### src/rtl/can_accept_filter.sv
module can_accept_filter #(
  parameter int NF       = 4,
  parameter int DW       = 32,
  parameter int AW       = 8,
  parameter int EN_ADDR  = 'h60,
  parameter int DLC_MAX  = 8
) (
  input  logic          clk,
  input  logic          rst_n,
  input  logic          wr_en,
  input  logic [AW-1:0] wr_addr,
  input  logic [DW-1:0] wr_data,
  input  logic          id_valid,
  input  logic [DW-1:0] id_word,
  input  logic [3:0]    id_dlc,
  output logic          acc_valid,
  output logic          acc_pass,
  output logic          filt_busy
);

  localparam logic [AW-1:0] EN_A = AW'(EN_ADDR);

  logic [NF-1:0]         en_q;
  logic [NF-1:0][DW-1:0] mask_q;
  logic [NF-1:0][DW-1:0] idr_q;
  logic [NF-1:0]         hit;
  logic                  pass_c;

  always_ff @(posedge clk) begin
    if (!rst_n)                        en_q <= '0;
    else if (wr_en && wr_addr == EN_A) en_q <= wr_data[NF-1:0];
  end

  for (genvar g = 0; g < NF; g++) begin : g_filt
    localparam logic [AW-1:0] M_A = AW'(EN_ADDR + 4 + 8 * g);
    localparam logic [AW-1:0] I_A = AW'(EN_ADDR + 8 + 8 * g);
    logic [DW-1:0] m_q, i_q;

    always_ff @(posedge clk) begin
      if (!rst_n) begin
        m_q <= '0;
        i_q <= '0;
      end else if (wr_en && !en_q[g]) begin
        if (wr_addr == M_A) m_q <= wr_data;
        if (wr_addr == I_A) i_q <= wr_data;
      end
    end

    assign mask_q[g] = m_q;
    assign idr_q[g]  = i_q;
    assign hit[g]    = en_q[g] && ((m_q & id_word) == (m_q & i_q));
  end

  assign pass_c    = ((en_q == '0) || (|hit)) && (id_dlc <= 4'(DLC_MAX));
  assign filt_busy = &en_q;

  always_ff @(posedge clk) begin
    if (!rst_n) begin
      acc_valid <= 1'b0;
      acc_pass  <= 1'b0;
    end else begin
      acc_valid <= id_valid;
      acc_pass  <= id_valid && pass_c;
    end
  end

endmodule

### config.mk
export PLATFORM = sky130hd
export DESIGN_NAME = can_accept_filter
export DESIGN_NICKNAME = d
export VERILOG_FILES = /design/src/rtl/can_accept_filter.sv
export SDC_FILE = /design/constraint.sdc
export NUM_CORES = 1
export LEC_CHECK = 0
export ABC_AREA = 1
export ABC_CLOCK_PERIOD_IN_PS = 3000
export CAP_MARGIN = 20
export CELL_PAD_IN_SITES_DETAIL_PLACEMENT = 0
export CELL_PAD_IN_SITES_GLOBAL_PLACEMENT = 1
export CORE_ASPECT_RATIO = 0.9
export CORE_MARGIN = 3
export CORE_UTILIZATION = 35
export DETAILED_ROUTE_END_ITERATION = 7
export PLACE_DENSITY = 0.74
export SLEW_MARGIN = 20
export SYNTH_ARGS = -nofsm -noshare
export SYNTH_HDL_FRONTEND = slang
export SYNTH_SLANG_ARGS = --single-unit
### constraint.sdc
create_clock -name clk -period 3 [get_ports clk]
set_clock_uncertainty 0.1 [all_clocks]
set_input_delay 0.75 -clock clk [delete_from_list [all_inputs] [get_ports clk]]
set_output_delay 0.75 -clock clk [all_outputs]
set_load 0.01 [all_outputs]
==> reports/qor.csv <==
metric;value;unit
status;complete, no violations;
post-synth cell types;28;
post-route setup TNS;0;ps
DP Area;0.0127;mm^2
design area;0.0137;mm^2
I/O pin total;83;
PD cells;551;mW/mm^2
Internal;5850;uW
pin count of the biggest net entering global routing;87;
Final GP Congestion;0.793;
worst setup margin;185;ps
clk_lat worst skew;540;ps
Starting DRT DRC Count;828;
Worst-path clk slew;60;ps
Num CTS Buffers;28;
Chip Width;197;um
Tcrit/Tclk final;0.938;
Worst path slowest cell;clkdlybuf4s50_1;
first-pass GRT wire length;56400;um
NetSw;1700;uW
WS Path Type;reg2out;
hpwl dp;22800;um
synth warn;0;
vias in the first global route;10200;
Post-synth ARST share;0;
H-tree levels;1;
number of synthesized flops with an enable pin;0;
Antenna Nets Post-Route;0;
top area cells in the synthesized netlist;dfxtp_1, o21ai_0, nor2_1, nand2_1, nand3_1;
RSZ-0062 raised after global routing;no;
fill count;3392;
mux cell area share after synthesis;0;
LEAKAGE;0.00543;uW
ant diodes;0;
Max Cap Viol;0;
Sequential Power Share;0.463;
CP required;2150;ps
final slew viol count;0;
GRT Util Overall;0.199;
Max Clock Freq;355;MHz
startpoint types;register;
per-cell routed wire length;16.3;um
Tmin final;2810;ps
largest family of logic cells by synthesized area;simple AND/OR/NAND/NOR gates;
pre-CTS WS;211;ps
Comb power frac;0.053;
family with the most delay on the worst path;buffers and inverters;
total gr overflow;0;
row count;62;
most common cell after layout, fill and taps aside;nor2_1;
core area;0.0321;mm^2
setup bufs post-CTS;0;
area leader, netlist;dfxtp_1;
Hold Path Class;reg2reg;
CTS root buf;clkbuf_16;
Max Root-Sink Buffers;3;
WP data arrival;1960;ps
post-synthesis sequential area ratio;0.457;
Net Sw Frac;0.225;
Syn Inst Count;1655;
CTS Hold Bufs;0;
post-detailed-route DRC marker count;0;
Synth Area in Compound Gates;0.189;
vias per inst;5.02;
XOR/XNOR Fraction of Synth Area;0;
Seq cells post-synth;262;
syn_area_per_cell;6.93;um^2
clock share of power;0.485;
CP Max Fanout;4;
maximum VDD drop;411;uV
drt first pass iters;5;
CP endpoint kind;output pin;
Synth Area in Simple Gates;0.265;
fraction of layout cells with a size suffix above 1;0.0563;
final WL;34900;um
Clock Sinks;262;
Vias;10700;
Rel. slew slack;0.469;
Area Overhead vs Synth;19.5;%
adder-cell share of the synthesized area;0;
Main synth FF type;dfxtp_1;
most frequent cells in the layout;nor2_1, o21ai_0, dfxtp_1, nand2_1, inv_1;
nets;1781;
full die area;0.0350;mm^2
CP cell instances;inv_1 -> nor4_1 -> clkdlybuf4s50_1;
syn nets;1735;
Initial Util;0.357;
die height;178;um
worst-margin pin slew;795;ps
Synth top area share;0.457;
Netlist Area Pre-Place;0.0115;mm^2
CP max stage delay;590;ps
final hold violation count;0;
Buffers on Ports;82;
cts repair resizes;0;
CTS tree;yes;
final setup fails;0;
Overall Power;7550;uW
WP buf/inv;2;
initial antenna violation count;0;
-- logic make-up after synthesis --
group,Yosys count
simple gates,702
compound gates,430
flops,262
buf+inv,261
-- final timing paths --
check,startpoint,to,slack (ps),depth (start not counted)
setup / recovery,en_q[3],filt_busy,190,3
hold / removal,g_filt[0].m_q[29],g_filt[0].m_q[29],350,2
setup reg to reg,en_q[1],acc_pass,1150,9
hold reg to reg,g_filt[0].m_q[29],g_filt[0].m_q[29],350,2
-- registers in the layout (all words and copies together) (netlist names) --
name	count
g_filt.i_q	128
g_filt.m_q	128
en_q	4
acc_pass	1
acc_valid	1
-- final cells by class --
cell class	count	area, um^2	share of cell area
Inverter	173	649	0.0473
Timing Repair Buffer	104	1090	0.0793
Tap cell	416	520	0.0380
Clock buffer	39	843	0.0615
Multi-Input combinational cell	1132	5230	0.381
Sequential cell	262	5250	0.382
Clock inverter	13	144	0.0105
-- power by group through the flow --
stage	clock [uW]	combinational, uW	sequential [uW]
final	3660	397	3490
after detailed placement	0	396	3570
after CTS	3750	398	3490
after global placement	0	396	3570
after global routing	3870	442	3490
after floorplan	0	153	3570
-- metrics by stage --
step,std cells,util,hold slack [ps]
2_1_floorplan,1655,-,330
3_3_place_gp,2087,0.396,338
3_5_place_dp,2087,0.396,343
4_1_cts,2139,0.427,352
5_1_grt,2139,0.427,373
6_report,2139,0.427,350
-- cell usage after synthesis (all sizes together) (2+ instances only) --
library cell	count
a21oi	147
buf	24
clkbuf	64
dfxtp	262
inv	173
nand2	208
nand3	158
nand4	13
nor2	279
nor3	9
nor4	33
o21ai	279
or2	2
-- metal layers --
metal / vias to the layer above / track usage / share of wire
met3: 50 / 0.0232 / 0.039
li1: 5551 / - / -
met1: 4963 / 0.285 / 0.50
met2: 180 / 0.325 / 0.44
met4: 0 / 0.0445 / 0.022
met5: - / 0 / 0
-- tightest hold or removal path: cells and delay by family, from the launching register on --
family | cells | cell delay, ps
compound gates | 1 | 50
flops | 1 | 290
buf+inv | 1 | 60
No activity file was read; power rests on OpenSTA's default activity.
